**src/rtl/phrec_pkg.sv**
```systemverilog
package phrec_pkg;
  localparam int WORD_W = 16;
  localparam int PH_W   = 12;
  localparam int HDR_W  = 3;
  localparam int CODE_W = 8;
  localparam int TS_W   = 32;
  localparam int CNT_W  = 32;

  function automatic int rec_words(input int nb);
    return nb + HDR_W;
  endfunction
endpackage

```
**src/rtl/phrec_mean.sv**
```systemverilog
module phrec_mean
  import phrec_pkg::*;
#(
  parameter int NB = 36
) (
  input  logic [NB*PH_W-1:0] vals,
  output logic [PH_W-1:0]    mean
);
  localparam int SW = PH_W + $clog2(NB + 1);

  logic [SW-1:0] sum;

  always_comb begin
    sum = '0;
    for (int b = 0; b < NB; b++) begin
      sum = sum + SW'(vals[b*PH_W +: PH_W]);
    end
    mean = PH_W'(sum / SW'(NB));
  end
endmodule

```
**src/rtl/phrec_formatter.sv**
```systemverilog
module phrec_formatter
  import phrec_pkg::*;
#(
  parameter int NB  = 36,
  parameter int TPR = 1024
) (
  input  logic               clk,
  input  logic               rst_n,
  input  logic               turn_strobe,
  input  logic [NB*PH_W-1:0] bunch_phase,
  output logic               emit_valid,
  output logic               emit_first,
  output logic               emit_last,
  output logic [WORD_W-1:0]  emit_word
);
  localparam int RW  = rec_words(NB);
  localparam int IW  = $clog2(RW + 1);
  localparam int TCW = $clog2(TPR + 1);

  logic [TCW-1:0]     tcnt_q, tcnt_d;
  logic [CNT_W-1:0]   serial_q, serial_d;
  logic [CNT_W-1:0]   tag_q, tag_d;
  logic               emit_q, emit_d;
  logic [IW-1:0]      idx_q, idx_d;
  logic [NB*PH_W-1:0] snap_q;
  logic               close_rec;
  logic [PH_W-1:0]    mean;

  phrec_mean #(.NB(NB)) u_mean (
    .vals (snap_q),
    .mean (mean)
  );

  assign close_rec = turn_strobe && (tcnt_q == TCW'(TPR - 1));

  // next state
  always_comb begin
    tcnt_d   = tcnt_q;
    serial_d = serial_q;
    tag_d    = tag_q;
    emit_d   = emit_q;
    idx_d    = idx_q;
    if (turn_strobe) begin
      tcnt_d = close_rec ? '0 : tcnt_q + 1'b1;
    end
    if (close_rec) begin
      tag_d    = serial_q;
      serial_d = serial_q + 1'b1;
      emit_d   = 1'b1;
      idx_d    = '0;
    end else if (emit_q) begin
      if (idx_q == IW'(RW - 1)) begin
        emit_d = 1'b0;
      end else begin
        idx_d = idx_q + 1'b1;
      end
    end
  end

  // registers
  always_ff @(posedge clk or negedge rst_n) begin
    if (!rst_n) begin
      tcnt_q   <= '0;
      serial_q <= '0;
      tag_q    <= '0;
      emit_q   <= 1'b0;
      idx_q    <= '0;
    end else begin
      tcnt_q   <= tcnt_d;
      serial_q <= serial_d;
      tag_q    <= tag_d;
      emit_q   <= emit_d;
      idx_q    <= idx_d;
    end
  end

  always_ff @(posedge clk or negedge rst_n) begin
    if (!rst_n) begin
      snap_q <= '0;
    end else if (close_rec) begin
      snap_q <= bunch_phase;
    end
  end

  // word select
  always_comb begin
    emit_word = '0;
    if (idx_q == IW'(0)) begin
      emit_word = tag_q[CNT_W-1:WORD_W];
    end else if (idx_q == IW'(1)) begin
      emit_word = tag_q[WORD_W-1:0];
    end else if (idx_q == IW'(2)) begin
      emit_word = WORD_W'(mean);
    end else begin
      for (int b = 0; b < NB; b++) begin
        if (idx_q == IW'(b + HDR_W)) begin
          emit_word = WORD_W'(snap_q[b*PH_W +: PH_W]);
        end
      end
    end
  end

  assign emit_valid = emit_q;
  assign emit_first = emit_q && (idx_q == '0);
  assign emit_last  = emit_q && (idx_q == IW'(RW - 1));


  word_run_chk: assert property (@(posedge clk) disable iff (!rst_n)
    (emit_q && idx_q != IW'(RW - 1)) |=> (emit_q && idx_q == $past(idx_q) + 1'b1));


  serial_step_chk: assert property (@(posedge clk) disable iff (!rst_n)
    close_rec |=> (serial_q == tag_q + 1'b1));
endmodule

```
**src/rtl/phrec_channel.sv**
```systemverilog
module phrec_channel
  import phrec_pkg::*;
#(
  parameter int RW         = 39,
  parameter int DEPTH_RECS = 4,
  parameter int CH_IDX     = 0,
  parameter int AW         = 9
) (
  input  logic              clk,
  input  logic              rst_n,
  input  logic              emit_valid,
  input  logic              emit_first,
  input  logic              emit_last,
  input  logic              evt_valid,
  input  logic [CODE_W-1:0] evt_code,
  input  logic [CODE_W-1:0] start_code,
  input  logic [CODE_W-1:0] stop_code,
  input  logic              man_start,
  input  logic              man_stop,
  input  logic              arm_set,
  input  logic              auto_rst,
  input  logic [TS_W-1:0]   ts_in,
  output logic              wr_en,
  output logic [AW-1:0]     wr_addr,
  output logic              armed,
  output logic              running,
  output logic              wrapped,
  output logic [TS_W-1:0]   stop_ts
);
  localparam int DW   = DEPTH_RECS * RW;
  localparam int PW   = $clog2(DW);
  localparam int BASE = CH_IDX * DW;

  logic            armed_q, armed_d;
  logic            run_q, run_d;
  logic            inrec_q, inrec_d;
  logic            wrap_q, wrap_d;
  logic [PW-1:0]   ptr_q, ptr_d;
  logic [TS_W-1:0] ts_q, ts_d;
  logic            start_hit, stop_hit, stop_now, at_end;

  assign start_hit = man_start || (evt_valid && evt_code == start_code);
  assign stop_hit  = man_stop  || (evt_valid && evt_code == stop_code);
  assign stop_now  = run_q && stop_hit;
  assign wr_en     = emit_valid && (emit_first ? run_q : inrec_q);
  assign at_end    = (ptr_q == PW'(DW - 1));

  // next state
  always_comb begin
    armed_d = armed_q;
    run_d   = run_q;
    inrec_d = inrec_q;
    wrap_d  = wrap_q;
    ptr_d   = ptr_q;
    ts_d    = ts_q;
    if (run_q) begin
      run_d = !stop_hit;
    end else if (armed_q && start_hit) begin
      run_d = 1'b1;
    end
    if (arm_set) begin
      armed_d = 1'b1;
    end else if (stop_now && !auto_rst) begin
      armed_d = 1'b0;
    end
    if (stop_now) begin
      ts_d = ts_in;
    end
    if (emit_valid && emit_last) begin
      inrec_d = 1'b0;
    end else if (emit_first) begin
      inrec_d = run_q;
    end
    if (wr_en) begin
      ptr_d = at_end ? '0 : ptr_q + 1'b1;
      if (at_end) begin
        wrap_d = 1'b1;
      end
    end
  end

  // registers
  always_ff @(posedge clk or negedge rst_n) begin
    if (!rst_n) begin
      armed_q <= 1'b0;
      run_q   <= 1'b0;
      inrec_q <= 1'b0;
      wrap_q  <= 1'b0;
      ptr_q   <= '0;
      ts_q    <= '0;
    end else begin
      armed_q <= armed_d;
      run_q   <= run_d;
      inrec_q <= inrec_d;
      wrap_q  <= wrap_d;
      ptr_q   <= ptr_d;
      ts_q    <= ts_d;
    end
  end

  assign wr_addr = AW'(BASE) + AW'(ptr_q);
  assign armed   = armed_q;
  assign running = run_q;
  assign wrapped = wrap_q;
  assign stop_ts = ts_q;


  start_needs_arm_chk: assert property (@(posedge clk) disable iff (!rst_n)
    $rose(run_q) |-> $past(armed_q));


  record_whole_chk: assert property (@(posedge clk) disable iff (!rst_n)
    (emit_valid && !emit_first && $past(wr_en)) |-> wr_en);


  wrap_chk: assert property (@(posedge clk) disable iff (!rst_n)
    (wr_en && at_end) |=> (wrap_q && ptr_q == '0));


  stop_ts_chk: assert property (@(posedge clk) disable iff (!rst_n)
    $fell(run_q) |-> (ts_q == $past(ts_in)));


  arm_drop_chk: assert property (@(posedge clk) disable iff (!rst_n)
    ($fell(run_q) && !$past(auto_rst) && !$past(arm_set)) |-> !armed_q);
endmodule

```
**src/rtl/phase_ring_logger.sv**
```systemverilog
module phase_ring_logger
  import phrec_pkg::*;
#(
  parameter int NB         = 36,
  parameter int TPR        = 1024,
  parameter int DEPTH_RECS = 4,
  parameter int NCH        = 2,
  localparam int RW        = NB + HDR_W,
  localparam int AW        = $clog2(NCH * DEPTH_RECS * RW)
) (
  input  logic                  clk,
  input  logic                  rst_n,
  input  logic                  turn_strobe,
  input  logic [NB*PH_W-1:0]    bunch_phase,
  input  logic                  evt_valid,
  input  logic [CODE_W-1:0]     evt_code,
  input  logic [NCH*CODE_W-1:0] start_code,
  input  logic [NCH*CODE_W-1:0] stop_code,
  input  logic [NCH-1:0]        man_start,
  input  logic [NCH-1:0]        man_stop,
  input  logic [NCH-1:0]        arm_set,
  input  logic [NCH-1:0]        auto_rst,
  input  logic [TS_W-1:0]       ts_in,
  output logic [NCH-1:0]        wr_en,
  output logic [NCH*AW-1:0]     wr_addr,
  output logic [WORD_W-1:0]     wr_data,
  output logic [NCH-1:0]        armed,
  output logic [NCH-1:0]        running,
  output logic [NCH-1:0]        wrapped,
  output logic [NCH*TS_W-1:0]   stop_ts
);
  logic emit_valid, emit_first, emit_last;

  phrec_formatter #(.NB(NB), .TPR(TPR)) u_fmt (
    .clk         (clk),
    .rst_n       (rst_n),
    .turn_strobe (turn_strobe),
    .bunch_phase (bunch_phase),
    .emit_valid  (emit_valid),
    .emit_first  (emit_first),
    .emit_last   (emit_last),
    .emit_word   (wr_data)
  );

  for (genvar c = 0; c < NCH; c++) begin : g_ch
    phrec_channel #(
      .RW         (RW),
      .DEPTH_RECS (DEPTH_RECS),
      .CH_IDX     (c),
      .AW         (AW)
    ) u_ch (
      .clk        (clk),
      .rst_n      (rst_n),
      .emit_valid (emit_valid),
      .emit_first (emit_first),
      .emit_last  (emit_last),
      .evt_valid  (evt_valid),
      .evt_code   (evt_code),
      .start_code (start_code[c*CODE_W +: CODE_W]),
      .stop_code  (stop_code[c*CODE_W +: CODE_W]),
      .man_start  (man_start[c]),
      .man_stop   (man_stop[c]),
      .arm_set    (arm_set[c]),
      .auto_rst   (auto_rst[c]),
      .ts_in      (ts_in),
      .wr_en      (wr_en[c]),
      .wr_addr    (wr_addr[c*AW +: AW]),
      .armed      (armed[c]),
      .running    (running[c]),
      .wrapped    (wrapped[c]),
      .stop_ts    (stop_ts[c*TS_W +: TS_W])
    );
  end
endmodule

```
**config.mk**
```make
export PLATFORM = sky130hd
export DESIGN_NAME = phase_ring_logger
export DESIGN_NICKNAME = d
export VERILOG_FILES = /design/src/rtl/phrec_pkg.sv /design/src/rtl/phrec_mean.sv /design/src/rtl/phrec_formatter.sv /design/src/rtl/phrec_channel.sv /design/src/rtl/phase_ring_logger.sv
export SDC_FILE = /design/constraint.sdc
export NUM_CORES = 2
export LEC_CHECK = 0
export BUFFER_PORTS_ARGS = -buffer_cell sky130_fd_sc_hd__buf_2
export CORE_UTILIZATION = 37
export DETAILED_ROUTE_END_ITERATION = 6
export PLACE_DENSITY = 0.53
export RECOVER_POWER = 100
export SETUP_SLACK_MARGIN = 0.3
export SYNTH_ARGS = -nofsm -noshare
export SYNTH_HDL_FRONTEND = slang
export SYNTH_HIERARCHICAL = 1
export SYNTH_SLANG_ARGS = --single-unit
```
**constraint.sdc**
```tcl
create_clock -name clk -period 31.6 [get_ports clk]
set_clock_uncertainty 0.2 [all_clocks]
set_input_delay 6.32 -clock clk [delete_from_list [all_inputs] [get_ports clk]]
set_output_delay 6.32 -clock clk [all_outputs]
set_load 0.05 [all_outputs]
```
Word level (Yosys, flattened, before mapping):

Cells that the tools add are included.

* input bits: 516
* word-level logic and storage cells: 197
* bits in registers: 602
* output and inout port bits: 106

* divide/modulo/power cells: 1
* reduce and logical (&&, ||, !) cells: 31
* mux-type cells: 60
* add/subtract/negate cells: 41
* eq/ne operators: 46

Operator list (number)
* $add A18 B12 Y18: 29
* $mux W12: 36
* $eq A6 B5 Y1 const B: 16
* $eq A6 B4 Y1 const B: 8
* $mux W16: 3
* $eq A6 B6 Y1 const B: 7
* $add A32 B1 Y32 const B: 1
* $eq A8 B8 Y1: 4
* $eq A6 B3 Y1 const B: 4
* $add A17 B12 Y18: 1
* $div A18 B6 Y18 const B: 1
* $mux W6: 3
* $add A16 B12 Y17: 1
* $add A15 B12 Y16: 1
* $add A8 B1 Y8 const B: 2
* $eq A8 B8 Y1 const B: 2
* $logic_and A1 B1 Y1: 16
* $mux W8: 2
* $add A14 B12 Y15: 1
* $mux W1: 15
* $add A13 B12 Y14: 1
* $add A12 B12 Y13: 1
* $eq A6 B2 Y1 const B: 2
* $add A11 B1 Y11 const B: 1
* other kinds (11): 21

Longest topological paths before layout:

* word-level depth: 40
* depth in mapped cells: 60
* gate-level depth less buffers: 56

Cells and area by module:

The synthesis kept the hierarchy.

By module, submodules not included
* phrec_formatter: instances 1, sequential area each 12862.3 um^2, cells each 2923, area each 24113.1 um^2
* phrec_mean: instances 1, sequential area each 0.0 um^2, cells each 1314, area each 13100.1 um^2
* phrec_channel (g_ch[1].u_ch): instances 1, sequential area each 1101.1 um^2, cells each 364, area each 3066.7 um^2
* phrec_channel (g_ch[0].u_ch): instances 1, sequential area each 1101.1 um^2, cells each 150, area each 2105.8 um^2

Worst setup path before layout:

Ideal clock, no wire load.

* path type: register -> output
* start point: register u_fmt.snap_q[0]
* end point: output wr_data[0]
* path buffers: 1
* required time: 25080 ps
* arrival time: 12467 ps
* path slack: 12613 ps
* stages on the path, launching flop included: 53
* cells stage by stage: dfrtp_1 ha_1 fa_1 a21oi_1 nor2_1 nor2_1 o21bai_1 a21oi_1 o21bai_1 a21oi_1 o21bai_1 a21oi_1 xnor2_1 fa_1 fa_1 fa_1 inv_1 fa_1 [... 17 more ...] or3_4 and3_4 buf_6 or3_4 and2_4 o21ai_1 nand3_1 and3_4 maj3_2 a211o_1 a21oi_2 a2bb2oi_1 o2111ai_1 nand3_1 nor2_1 nor4_1 o221ai_1 o21ai_1

* word-level cells in the longest chain between the ends: 39
* elaborated cells between the ends (all ways): 75
* classes of those cells: add/sub (35); div (1); mux (39)

RTL lines
* from (decl): line phrec_formatter.sv:25 `logic [NB*PH_W-1:0] snap_q;`
* from (signal assigned): line phrec_formatter.sv:81 `snap_q <= bunch_phase;`
* $add A12 B12 Y13: line phrec_mean.sv:16 `sum = sum + SW'(vals[b*PH_W +: PH_W]);`
* $add A13 B12 Y14: line phrec_mean.sv:16
* $add A14 B12 Y15: line phrec_mean.sv:16
* $add A15 B12 Y16: line phrec_mean.sv:16
* $add A16 B12 Y17: line phrec_mean.sv:16
* $add A17 B12 Y18: line phrec_mean.sv:16
* $add A18 B12 Y18 (29 in series): line phrec_mean.sv:16
* $div A18 B6 Y18: line phrec_mean.sv:18 `mean = PH_W'(sum / SW'(NB));`
* net u_fmt.mean[0]: line phrec_formatter.sv:27 `logic [PH_W-1:0] mean;`
* $mux W16: line phrec_formatter.sv:92 `end else if (idx_q == IW'(2)) begin`
* $mux W16: line phrec_formatter.sv:90 `end else if (idx_q == IW'(1)) begin`
* $mux W16: line phrec_formatter.sv:88 `if (idx_q == IW'(0)) begin`
* to (decl): line phase_ring_logger.sv:26 `output logic [WORD_W-1:0] wr_data,`

The timed path passes the listed nets, and every way through them passes these cells.

Worst setup path in the final report:

Ends and elaborated chain as after synthesis.

==> flow_metrics.py <==
metrics = {
    "floorplan": {
        "initial_core_util": 0.375,
        "die_area_mm2": 0.116,
        "core.rowCount": 123,
        "fp.dieW_um": 340,
        "dieHeight_um": 340,
        "ios": 622,
        "design.core.area_mm2": 0.113,
    },
    "routing": {
        "drcViolationCount": 4,
        "dr.pass1.iters": 7,
        "drt_iter0_drc": 3511,
        "wl_per_cell_um": 24.7,
        "finalWirelength_um": 169000,
        "vias_per_cell": 5.31,
        "ant_nets": 0,
        "vias": 36300,
    },
    "synth": {
        "synthFlopType": "dfrtp_1",
        "yosysUniqueCellTypes": 127,
        "synth-edff-count": 0,
        "syn_nets": 5726,
        "synth-seq-area-share": 0.355,
        "synth.cell_area_mm2": 0.0424,
        "ys_ff_latch": 602,
        "avgSynthCellArea_um2": 8.92,
        "synthArstFlopShare": 1.00,
        "yosys_warnings": 6,
        "synthCells": 4751,
    },
    "global_routing": {
        "antenna_found_initial": 6,
        "grt_pass1_wl_um": 245000,
        "grt_max_degree": 172,
        "track_usage": 0.289,
        "grt_pass1_vias": 36100,
        "gr-total-overflow": 0,
    },
    "cts": {
        "cts_root_buffer": "clkbuf_16",
        "cts_resized": 0,
        "cts_made_buffers": 73,
        "ctsHoldBuffers": 0,
        "clk-insertion-delay-late_ps": 660,
        "cts_tree": "built",
        "clock-sinks": 602,
        "cts.clk_slew.worst_paths_ps": 60,
        "cts.path.max_buffers": 3,
        "ctsHtreeMaxLevel": 3,
        "cts_setup_buffers": 0,
    },
    "sta": {
        "worstMarginPinSlew_ps": 8420,
        "setup_viol": 0,
        "slew_viol_final": 1526,
        "timing.hold.ws_ps": 274,
        "layout_worst_path_cycle_share": 0.697,
        "slew_headroom": -4.62,
        "setup_ws_ps": 9570,
        "final_hold_viol_count": 0,
        "timing.final.crit_period_ps": 22030,
        "fmaxAchievable_ghz": 0.0454,
        "rsz0062_at_grt": "false",
        "fin_setup_tns_ps": 0,
    },
    "hold_path": {
        "hold_path.class": "flip-flop to flip-flop",
        "min_to": "u_fmt/serial_q[31]$_DFFE_PN0P_",
        "min_from": "u_fmt/serial_q[31]$_DFFE_PN0P_",
        "whs_path_depth": 1,
    },
    "worst_setup_path": {
        "start_kind": "flip-flop",
        "end_kind": "output port",
        "ff2ff_path_depth": 9,
        "cpMaxStageDelayCell": "xor2_1",
        "worstPathArrival_ps": 15510,
        "critPathMaxStageDelay_ps": 760,
        "crit_type": "flip-flop to output port",
        "r2r_start": "u_fmt/tcnt_q[0]$_DFFE_PN0P_",
        "regToRegSetupSlack_ps": 16870,
        "regToRegEndpoint": "u_fmt/snap_q[359]$_DFFE_PN0P_",
        "cp_max_fo": 11,
        "cp.required_ps": 25080,
        "crit_top_cell": "fa_1",
    },
    "finish": {
        "drive_gt1_frac": 0.142,
        "mostFrequentLayoutCell": "nand2_1",
        "fillCellCount": 11500,
        "seqCellArea_mm2": 0.0151,
        "final_nets": 6240,
        "syn_to_final_growth_pct": 15.3,
        "instances_no_fill": 6827,
        "multi_input_area_mm2": 0.0241,
        "layout_common_cells": "nand2_1 (1533), dfrtp_1 (602), inv_1 (529)",
        "final_core_util": 0.432,
        "final_design_area_no_fill_mm2": 0.0489,
    },
    "pwr": {
        "p_leak_nw": 24.9,
        "power_density_mw_per_mm2": 40.0,
        "p_total_mw": 1.95,
        "irDropWorstVdd_mv": 0.0338,
    },
    "status": {
        "violations": "DRC, capacitance limit, slew limit",
        "outcome": "finished with violations",
    },
    "placement": {
        "placed_cells": 6690,
        "dp_hpwl_um": 136000,
        "pre_cts_ws_ps": 11290,
        "postPlaceCellArea_mm2": 0.0468,
        "port_buffers": 620,
        "gp_congestion": 0.959,
    },
    "flow_run": {
        "timing.max_cap.violations": 19,
    },
}
==> worst max path at each step <==
| stage | from | to |
|---|---|---|
| floorplan | u_fmt/snap_q[0]$_DFFE_PN0P_ | wr_data[0] |
| global placement | u_fmt/snap_q[0]$_DFFE_PN0P_ | wr_data[0] |
| detailed placement | u_fmt/snap_q[0]$_DFFE_PN0P_ | wr_data[0] |
| CTS | u_fmt/snap_q[0]$_DFFE_PN0P_ | wr_data[0] |
| global route | rst_n | u_fmt/snap_q[38]$_DFFE_PN0P_ |
| finish | u_fmt/snap_q[0]$_DFFE_PN0P_ | wr_data[0] |
==> sequential cells by signal, indices dropped and copies added, names as in the netlist <==
register,flops
g_ch.u_ch/armed,2
g_ch.u_ch/inrec_q,2
g_ch.u_ch/ptr_q,16
g_ch.u_ch/running,2
g_ch.u_ch/stop_ts,64
g_ch.u_ch/wrapped,2
u_fmt/emit_valid,1
u_fmt/idx_q,6
u_fmt/serial_q,32
u_fmt/snap_q,432
u_fmt/tag_q,32
u_fmt/tcnt_q,11
==> layer usage <==
| metal | up-vias | global-route usage | part of all wire |
|---|---|---|---|
| met2 | 1335 | 0.460 | 0.46 |
| met4 | 0 | 0.0824 | 0.031 |
| met5 | - | 0 | 0 |
| li1 | 16400 | - | - |
| met1 | 18200 | 0.403 | 0.43 |
| met3 | 238 | 0.0509 | 0.070 |
==> critical path: cells and delay by family, from the launching register on <==
family | cells | cell delay [ps]
AO/OA/AOI/OAI | 26 | 6760
XOR/XNOR | 2 | 940
adder cells (fa/ha/maj) | 10 | 4510
buffers and inverters | 6 | 620
flip-flops | 1 | 390
AND/OR/NAND/NOR | 9 | 1600
==> final cells by class <==
type                       count  share of cell area
timing repair buffer         678              0.0685
sequential                   602               0.308
tap                         1500              0.0384
clock inverter                32             0.00697
multi-input combinational   3378               0.493
clock buffer                 101              0.0435
antenna                        4            0.000205
inverter                     532              0.0409
==> cell usage after synthesis, types with 11 or more instances <==
cell type	n	share of area
or4_1	35	0.0062
buf_6	13	0.0035
o22a_1	13	0.0027
a21o_1	20	0.0035
xor2_1	47	0.0097
nand2_1	1533	0.14
clkbuf_1	173	0.015
xnor2_1	67	0.014
nor2_1	111	0.0098
nand4_1	18	0.0027
ha_1	65	0.019
a31oi_1	41	0.0061
a211o_1	16	0.0033
mux2_4	29	0.010
nand2b_1	13	0.0019
fa_1	394	0.19
o221ai_1	16	0.0033
a222oi_1	36	0.0085
nand3_1	138	0.016
o211ai_1	11	0.0019
and2_1	15	0.0022
buf_2	36	0.0043
o21bai_1	12	0.0021
o21ai_1	22	0.0026
nor3_1	60	0.0071
a32oi_1	11	0.0023
a221oi_1	13	0.0027
a211oi_1	23	0.0041
o22ai_1	51	0.0075
o21a_1	16	0.0028
inv_1	529	0.047
a21oi_1	89	0.011
and3_1	43	0.0063
o21ai_0	80	0.0094
a22oi_1	45	0.0080
o31ai_1	19	0.0034
dfrtp_1	602	0.36
nor2b_1	48	0.0071
or3_1	15	0.0022
nor4_1	12	0.0018
==> kinds of logic (layout without fill, tap and decap cells) <==
family | count (synthesis) | count (layout) | share of synthesized area
AND/OR/NAND/NOR | 2123 | 2123 | 0.218
buffers and inverters | 771 | 1343 | 0.0725
AO/OA/AOI/OAI | 626 | 626 | 0.107
flip-flops | 602 | 602 | 0.355
adder cells (fa/ha/maj) | 464 | 464 | 0.206
XOR/XNOR | 120 | 120 | 0.0263
multiplexers | 44 | 44 | 0.0140
other | 1 | 5 | 0.0000885
==> report_power, final <==
part / leakage [nW] / internal, mW / switching, mW / total, mW
clock network: 1.21 / 0.507 / 0.359 / 0.867
registers: 8.08 / 0.800 / 0.0257 / 0.826
logic: 15.6 / 0.0715 / 0.188 / 0.259
(Power assumes the default switching activity.)
